File: src/rtl/gpio_bank_pkg.sv
package gpio_bank_pkg;
  localparam int MAX_BANKS = 3;
  localparam int BANK_BITS = 32;
  localparam int MAX_PINS  = MAX_BANKS * BANK_BITS;
  localparam int PM_SHIFT  = 16;
  localparam int PM_FLAGS  = 16;
  localparam logic [6:0] PM_STATUS_OFS = 7'h28;

  typedef enum logic [1:0] {
    KIND_USE = 2'd0,
    KIND_DIR = 2'd1,
    KIND_LVL = 2'd2
  } reg_kind_e;

  // Byte offset of a bank register; software depends on these positions.
  function automatic logic [6:0] reg_offset(reg_kind_e kind, int bank);
    logic [6:0] ofs;
    case (bank)
      0: ofs = (kind == KIND_USE) ? 7'h00 : (kind == KIND_DIR) ? 7'h04 : 7'h0C;
      1: ofs = (kind == KIND_USE) ? 7'h30 : (kind == KIND_DIR) ? 7'h34 : 7'h38;
      default: ofs = (kind == KIND_USE) ? 7'h40 : (kind == KIND_DIR) ? 7'h44 : 7'h48;
    endcase
    return ofs;
  endfunction
endpackage

File: src/rtl/gpio_in_sync.sv
module gpio_in_sync #(
  parameter int W    = 76,
  parameter int NCHG = 16
) (
  input  logic            clk,
  input  logic            rst_n,
  input  logic [W-1:0]    d,
  output logic [W-1:0]    q,
  output logic [NCHG-1:0] chg
);
  logic [W-1:0]    meta_q;
  logic [NCHG-1:0] prev_q;

  always_ff @(posedge clk) begin
    if (!rst_n) begin
      meta_q <= '0;
      q      <= '0;
      prev_q <= '0;
    end else begin
      meta_q <= d;
      q      <= meta_q;
      prev_q <= q[NCHG-1:0];
    end
  end

  assign chg = q[NCHG-1:0] ^ prev_q;
endmodule

File: src/rtl/gpio_bank.sv
module gpio_bank #(
  parameter int          BANK_W   = 32,
  parameter logic [31:0] IN_ONLY  = 32'h0,
  parameter logic [31:0] OUT_ONLY = 32'h0,
  parameter logic [31:0] USE_RST  = 32'hFFFF_FFFF
) (
  input  logic        clk,
  input  logic        rst_n,
  input  logic        func_en,
  input  logic        wr_use,
  input  logic        wr_dir,
  input  logic        wr_lvl,
  input  logic [31:0] wdata,
  input  logic [31:0] pin_sync,
  output logic [31:0] use_q,
  output logic [31:0] dir_q,
  output logic [31:0] lvl_q,
  output logic [31:0] lvl_view
);
  localparam logic [31:0] IMPL    = (BANK_W >= 32) ? 32'hFFFF_FFFF
                                                   : ((32'd1 << BANK_W) - 32'd1);
  localparam logic [31:0] DIR_RST = ((IMPL & ~OUT_ONLY) | IN_ONLY) & IMPL;

  logic [31:0] dir_w;
  assign dir_w = ((wdata & ~OUT_ONLY) | IN_ONLY) & IMPL;

  always_ff @(posedge clk) begin
    if (!rst_n) begin
      use_q <= USE_RST & IMPL;
      dir_q <= DIR_RST;
      lvl_q <= '0;
    end else begin
      if (wr_use && func_en) use_q <= wdata & IMPL;
      if (wr_dir)            dir_q <= dir_w;
      if (wr_lvl)            lvl_q <= wdata & IMPL;
    end
  end

  assign lvl_view = ((lvl_q & ~dir_q) | (pin_sync & dir_q)) & IMPL;
endmodule

File: src/rtl/gpio_pm_status.sv
module gpio_pm_status #(
  parameter int NLOW = 16
) (
  input  logic            clk,
  input  logic            rst_n,
  input  logic [NLOW-1:0] chg,
  input  logic            clr_en,
  input  logic [NLOW-1:0] clr_bits,
  output logic [NLOW-1:0] st_q
);
  logic [NLOW-1:0] clr_mask;
  assign clr_mask = clr_en ? clr_bits : '0;

  // A change arriving in the same cycle as a clear keeps the flag set.
  always_ff @(posedge clk) begin
    if (!rst_n) st_q <= '0;
    else        st_q <= (st_q & ~clr_mask) | chg;
  end
endmodule

File: src/rtl/gpio_banked_ctrl.sv
module gpio_banked_ctrl
  import gpio_bank_pkg::*;
#(
  parameter int          NPINS        = 76,
  parameter logic [95:0] IN_ONLY_MASK = 96'h0,
  parameter logic [95:0] OUT_ONLY_MASK = 96'h0,
  parameter logic [95:0] USE_RST_MASK = {96{1'b1}}
) (
  input  logic             clk,
  input  logic             rst_n,
  input  logic             func_en,
  input  logic             acc_valid,
  input  logic             acc_write,
  input  logic             acc_pm,
  input  logic [6:0]       acc_addr,
  input  logic [31:0]      acc_wdata,
  output logic             rd_valid,
  output logic [31:0]      rd_data,
  input  logic [NPINS-1:0] pin_in,
  output logic [NPINS-1:0] pin_out,
  output logic [NPINS-1:0] pin_oe
);
  localparam int NBANKS   = (NPINS + BANK_BITS - 1) / BANK_BITS;
  localparam int PAD      = NBANKS * BANK_BITS;
  localparam int WIN_BITS = (NPINS > 64) ? 7 : 6;
  localparam logic [6:0] WIN_MASK = 7'((1 << WIN_BITS) - 1);
  localparam int NLOW     = (NPINS < PM_FLAGS) ? NPINS : PM_FLAGS;

  logic [6:0]       off;
  logic [NPINS-1:0] sync_q;
  logic [PAD-1:0]   sync_pad;
  logic [NLOW-1:0]  chg;
  logic [NLOW-1:0]  st_q;
  logic [PAD-1:0]   use_all, dir_all, lvl_all, view_all;
  logic             gpio_wr, pm_clr;
  logic [31:0]      rsel;

  assign off     = acc_addr & WIN_MASK;
  assign gpio_wr = acc_valid && acc_write && !acc_pm;
  assign pm_clr  = acc_valid && acc_write && acc_pm && (off == PM_STATUS_OFS);

  gpio_in_sync #(.W(NPINS), .NCHG(NLOW)) u_sync (
    .clk(clk), .rst_n(rst_n), .d(pin_in), .q(sync_q), .chg(chg)
  );

  always_comb begin
    sync_pad = '0;
    sync_pad[NPINS-1:0] = sync_q;
  end

  for (genvar b = 0; b < NBANKS; b++) begin : g_bank
    localparam int BW = ((NPINS - BANK_BITS * b) >= BANK_BITS) ? BANK_BITS
                                                               : (NPINS - BANK_BITS * b);
    gpio_bank #(
      .BANK_W  (BW),
      .IN_ONLY (IN_ONLY_MASK[BANK_BITS*b +: BANK_BITS]),
      .OUT_ONLY(OUT_ONLY_MASK[BANK_BITS*b +: BANK_BITS]),
      .USE_RST (USE_RST_MASK[BANK_BITS*b +: BANK_BITS])
    ) u_bank (
      .clk     (clk),
      .rst_n   (rst_n),
      .func_en (func_en),
      .wr_use  (gpio_wr && (off == reg_offset(KIND_USE, b))),
      .wr_dir  (gpio_wr && (off == reg_offset(KIND_DIR, b))),
      .wr_lvl  (gpio_wr && (off == reg_offset(KIND_LVL, b))),
      .wdata   (acc_wdata),
      .pin_sync(sync_pad[BANK_BITS*b +: BANK_BITS]),
      .use_q   (use_all[BANK_BITS*b +: BANK_BITS]),
      .dir_q   (dir_all[BANK_BITS*b +: BANK_BITS]),
      .lvl_q   (lvl_all[BANK_BITS*b +: BANK_BITS]),
      .lvl_view(view_all[BANK_BITS*b +: BANK_BITS])
    );
  end

  gpio_pm_status #(.NLOW(NLOW)) u_pm (
    .clk     (clk),
    .rst_n   (rst_n),
    .chg     (chg),
    .clr_en  (pm_clr),
    .clr_bits(acc_wdata[PM_SHIFT +: NLOW]),
    .st_q    (st_q)
  );

  always_comb begin
    rsel = '0;
    if (acc_pm) begin
      if (off == PM_STATUS_OFS) rsel = 32'(st_q) << PM_SHIFT;
    end else begin
      for (int b = 0; b < NBANKS; b++) begin
        if (off == reg_offset(KIND_USE, b)) rsel = use_all[BANK_BITS*b +: BANK_BITS];
        if (off == reg_offset(KIND_DIR, b)) rsel = dir_all[BANK_BITS*b +: BANK_BITS];
        if (off == reg_offset(KIND_LVL, b)) rsel = view_all[BANK_BITS*b +: BANK_BITS];
      end
    end
  end

  always_ff @(posedge clk) begin
    if (!rst_n) begin
      rd_valid <= 1'b0;
      rd_data  <= '0;
    end else begin
      rd_valid <= acc_valid && !acc_write;
      if (acc_valid && !acc_write) rd_data <= rsel;
    end
  end

  assign pin_out = lvl_all[NPINS-1:0];
  assign pin_oe  = func_en ? (use_all[NPINS-1:0] & ~dir_all[NPINS-1:0]) : '0;
endmodule

File: config.mk
export PLATFORM = sky130hd
export DESIGN_NAME = gpio_banked_ctrl
export DESIGN_NICKNAME = d
export VERILOG_FILES = /design/src/rtl/gpio_bank_pkg.sv /design/src/rtl/gpio_in_sync.sv /design/src/rtl/gpio_bank.sv /design/src/rtl/gpio_pm_status.sv /design/src/rtl/gpio_banked_ctrl.sv
export SDC_FILE = /design/constraint.sdc
export NUM_CORES = 1
export LEC_CHECK = 0
export ABC_AREA = 1
export BUFFER_PORTS_ARGS = -buffer_cell sky130_fd_sc_hd__buf_4
export CAP_MARGIN = 25
export CORE_ASPECT_RATIO = 1.1
export CORE_MARGIN = 3
export CORE_UTILIZATION = 30
export DETAILED_ROUTE_END_ITERATION = 12
export PLACE_DENSITY = 0.51
export SLEW_MARGIN = 30
export SYNTH_ARGS = -nofsm -noshare
export SYNTH_HDL_FRONTEND = slang
export SYNTH_SLANG_ARGS = --single-unit
export TNS_END_PERCENT = 5
File: constraint.sdc
create_clock -name clk -period 2 [get_ports clk]
set_input_delay 0.2 -clock clk [delete_from_list [all_inputs] [get_ports clk]]
set_output_delay 0.2 -clock clk [all_outputs]
set_load 0.01 [all_outputs]
After elaboration in Yosys (flattened, before gate mapping)
Index checks and enable logic that the tools add are counted.
- register bits after elaboration: 445
- output and inout port bits: 185
- logic and storage cells: 93
- equality and inequality tests: 18
- mux-type cells: 22
- bitwise operators: 18
- reduce and logical (&&, ||, !) cells: 20
- operators by type and width (cell ; count):
    32-bit 2-to-1 mux ; 11
    32-bit bitwise AND ; 4
    76-bit bitwise AND ; 1
    76-bit 2-to-1 mux ; 1
    76-bit NOT ; 1
    32-bit NOT ; 2
    32-bit OR ; 2
    7-bit == test ; 9
    7-bit 2-to-1 mux ; 9
    7-bit by 6-bit == test with 1-bit output, second input constant ; 4
    12-bit bitwise AND ; 2
    7-bit == test, second input constant ; 3
    1-bit logical AND ; 17
    16-bit bitwise AND ; 1
    16-bit 2-to-1 mux ; 1
    16-bit NOT ; 1
    16-bit OR ; 1
    16-bit XOR ; 1
    12-bit NOT ; 1
    12-bit OR ; 1
    7-bit by 3-bit == test with 1-bit output, second input constant ; 1
    7-bit by 4-bit == test with 1-bit output, second input constant ; 1
    7-bit logical NOT ; 1
    1-bit logical NOT ; 2

Depth between registers and ports, before layout
- word-level depth: 12
- gate-level depth with buffers: 13

By module
A second synthesis with hierarchy kept.
- cells, all modules: 3088
- area, all modules: 20757.4 um^2
- modules (own cells, without submodules) (module ; times used ; cells an instance ; area an instance (um^2)):
    gpio_bank (g_bank[0].u_bank ...) ; 2 ; 582 ; 4136.5
    gpio_in_sync ; 1 ; 603 ; 5099.9
    gpio_banked_ctrl ; 1 ; 939 ; 4560.6
    gpio_bank (g_bank[2].u_bank) ; 1 ; 298 ; 2103.3
    gpio_pm_status ; 1 ; 84 ; 720.7

Worst setup path after synthesis
OpenSTA, ideal clock, no wires.
- kind: input to register
- from: input acc_addr[4]
- to: register g_bank[0].u_bank.use_q[10]
- library setup time: 138 ps
- arrival: 1372 ps
- data required time: 1862 ps
- slack: 489 ps
- stages: 9
- path through: inv_1 > nand2_1 > nor2_2 > buf_2 > buf_2 > nand3_2 > clkbuf_1 > nand2_1 > o211ai_1
- cells in the longest elaborated chain, start to end: 3
- RTL lines (item ; RTL line ; source):
    start: declaration ; gpio_banked_ctrl.sv:15 ; input logic [6:0] acc_addr,
    7-bit logical NOT ; gpio_banked_ctrl.sv:63 ; .wr_use (gpio_wr && (off == reg_offset(KIND_USE, b))),
    1-bit logical AND ; gpio_banked_ctrl.sv:63 ;
    1-bit logical AND ; gpio_bank.sv:33 ; if (wr_use && func_en) use_q <= wdata & IMPL;
    end signal: assignment ; gpio_bank.sv:29 ; use_q <= USE_RST & IMPL;
    end signal: assignment ; gpio_bank.sv:33 ;
    end: declaration ; gpio_bank.sv:15 ; output logic [31:0] use_q,
No other way between the ends.
A chain may end at the register's enable or synchronous reset.

Final worst setup path
- from: register g_bank[0].u_bank.use_q[31]
- to: output pin_oe[31]
- cells in the longest elaborated chain, start to end: 2
- RTL lines (item ; RTL line ; source):
    76-bit bitwise AND ; gpio_banked_ctrl.sv:108 ; assign pin_oe = func_en ? (use_all[NPINS-1:0] & ~dir_all[NPINS-1:0]) : '0;
    76-bit 2-to-1 mux ; gpio_banked_ctrl.sv:108 ;
    end: declaration ; gpio_banked_ctrl.sv:21 ; output logic [NPINS-1:0] pin_oe
No other way between the ends.

==> run metrics <==
outcome finished clean; Synth top area share 50.2%; ranking of synthesized cells by area dfxtp_1, nand2_1, inv_1; WL/cell 19.6 um; Post-Synthesis Cells 2425; placed cell count 3412; max cap viols 0; die area 62100 um^2; sequential area share after synthesis 50.2%; Data arrival, critical path 1.74 ns; Post-DP HPWL 53000 um; total congestion overflow 0; Setup crit start kind register; GR Layer Usage met3 3.59%; row cnt 92; critical path class register to output port; vias in the first global route 17000; unrepaired setup endpoints after global routing false; CTS tree done; Commonest cells post-synth nand2_1, dfxtp_1, inv_1; Ys Warns 0; most used flip-flop cell after synthesis dfxtp_1; R2R cell count 8; Final period util 96.8%; Die Width 238 um; Root Driver clkbuf_16; peak supply drop 0.000545 V; setup TNS 0 ns; Synth Net Count 2546; post-route ant nets 0; worst-skew pair later-pin latency 0.59 ns; layout cells sized above 1 16.8%; Top Ports 306; worst-margin pin slew 0.640 ns; Critical Path RT 1.80 ns; Final Setup Violations 0; R2R Path Start g_bank[0].u_bank.dir_q[1]; sequential power share 46.0%; CP Capture Type output port; via count 17400; Post-synth EDFFs 0; Via density 4.82; Avg Cell Area, Syn 7.32 um^2; Cell Area, Synth 17700 um^2; worst clock skew 0.0140 ns; effective utilization at floorplan 30.7%; # Post-CTS Setup Buffers 0; Final Hold Fails 0; hold path start acc_pm; synth-to-layout area growth 35.4%; Reg2Reg Setup Slack 0.43 ns; clock sink count 445; cell with the most instances after synthesis nand2_1; maximum net fanout on the critical path 2; Num CTS Buffers 50; antenna violations before repair 2; Switching Share 23.1%; Max Clk Rate 0.517 GHz; final core occ 41.5%; Final Net Count 2943; # port buffers 305; reg-to-reg endpoint rd_data[1]; Psw 4.61 mW; Hold Path End g_bank[2].u_bank.dir_q[11]; final RePlAce weighted congestion 0.903; Internal 15.3 mW; Vert. Die Dim 261 um; Gate power share 6.5%; first-pass GRT wire length 104000 um; Netlist cell types 28; GR Util met1 27.5%; CTS max path bufs 3; Reg clk slew, reported paths 0.06 ns; Global Route Usage Sum 22.3%; Fill cells 6011; drt pass-1 iters 5; non-filler cells, final 3614; H-Tree Depth 2; Post-synth ARST share 0%; largest net degree at the start of global routing 114; fin. max-slew vios 0; Hold Path Class primary input to register; leakage power total 12.4 nW; met2 usage 40.0%; CORE AREA 57900 um^2; power share of the clock group 47.5%; most used routing layer met2; min Tclk post-route 1.94 ns; worst relative slew slack 57.0%; top cell type by total area after synthesis dfxtp_1; cell count of the worst hold path 5; Detailed Route WL 70900 um; Pwr Density 831 nW/um^2; Detailed Route Iter0 Violations 1264; synthesis-stage register bit count 445; DRC viols 0
-- critical path, cell delays in order (launching register included) --
cell	delay (ns)
dfxtp_1	0.33
inv_1	0.05
nor3_1	0.53
buf_4	0.24
-- cell families (layout without fill, tap and decap cells) --
group / count (synthesis) / count (layout) / share of synthesized area (%)
other cells: 0 / 1 / 0
xor+xnor: 16 / 16 / 0.790
buf+inv: 502 / 938 / 10.8
compound gates: 470 / 470 / 15.7
mux: 1 / 1 / 0.0564
flops: 445 / 445 / 50.2
simple gates: 991 / 991 / 22.5
-- power groups by stage --
stage	clock network, mW	logic (mW)	registers (mW)
2_1_floorplan	0	0.518	9.33
3_3_place_gp	0	1.12	9.38
3_5_place_dp	0	1.12	9.38
4_1_cts	9.73	1.30	9.18
5_1_grt	10.1	1.41	9.19
6_report	9.48	1.29	9.18
-- repair_timing --
action                                  CTS  global route
gates resized for setup                   0             1
endpoints found under the setup margin    0             1
endpoints found under the hold margin   193             0
hold buffers                            110             0
-- metrics by stage --
step / hold WS [ns] / instance area (um^2) / power (mW) / setup WS, ns
final: 0.206 / 24000 / 20.0 / 0.0647
after global routing: 0.210 / 24000 / 20.7 / 0.0622
after CTS: 0.166 / 24000 / 20.2 / 0.0778
after detailed placement: 0.386 / 21200 / 10.5 / 0.0975
after global placement: 0.384 / 21200 / 10.5 / 0.0740
after floorplan: 0.293 / 17700 / 9.85 / 0.489
-- flip-flops by register name (all words and copies together), names as in the netlist --
name,flops
g_bank.u_bank.dir_q,76
rd_data,32
u_sync.prev_q,16
u_sync.q,76
g_bank.u_bank.lvl_q,76
u_pm.st_q,16
u_sync.meta_q,76
rd_valid,1
g_bank.u_bank.use_q,76
-- worst max path at each step --
stage	slack [ns]	cells past startpoint	end	start
3_5_place_dp	0.1	12	rd_data[14]	acc_addr[5]
5_1_grt	0.06	3	pin_oe[31]	g_bank[0].u_bank.use_q[31]
6_report	0.06	3	pin_oe[31]	g_bank[0].u_bank.use_q[31]
4_1_cts	0.08	3	pin_oe[31]	g_bank[0].u_bank.use_q[31]
3_3_place_gp	0.07	12	rd_data[14]	acc_addr[5]
2_1_floorplan	0.49	9	g_bank[0].u_bank.use_q[10]	acc_addr[4]
-- layout by cell type, fill, tap and decap left out, drive strengths merged, types with 16 or more instances in the layout --
cell type,Yosys,layout
a21oi,142,142
a31oi,20,20
buf,27,371
clkbuf,109,74
dfxtp,445,445
dlygate4sd3,0,110
inv,365,366
nand2,707,707
nand3,78,78
nand4,28,28
nor2,143,143
nor3,34,34
o211ai,151,151
o21ai,137,137
o22ai,18,18
xnor2,16,16
-- cell type report --
type / instances / area [um^2] / share of cell area (%)
multi-input cells: 1478 / 6940 / 28.9
repair buffers: 481 / 4140 / 17.3
clock buffers: 74 / 1510 / 6.30
clock inverters: 17 / 198 / 0.823
diodes: 1 / 2.50 / 0.0104
well taps: 752 / 941 / 3.92
flip-flops and latches: 445 / 8910 / 37.1
inverters: 366 / 1370 / 5.72
-- routing by layer --
metal / part of all wire [%] / wire length [um]
met3: 5.3 / 3740
met5: 0.032 / 23
met1: 42 / 29500
met2: 50 / 35700
met4: 2.7 / 1910
Power figures use the tool's default switching activity.
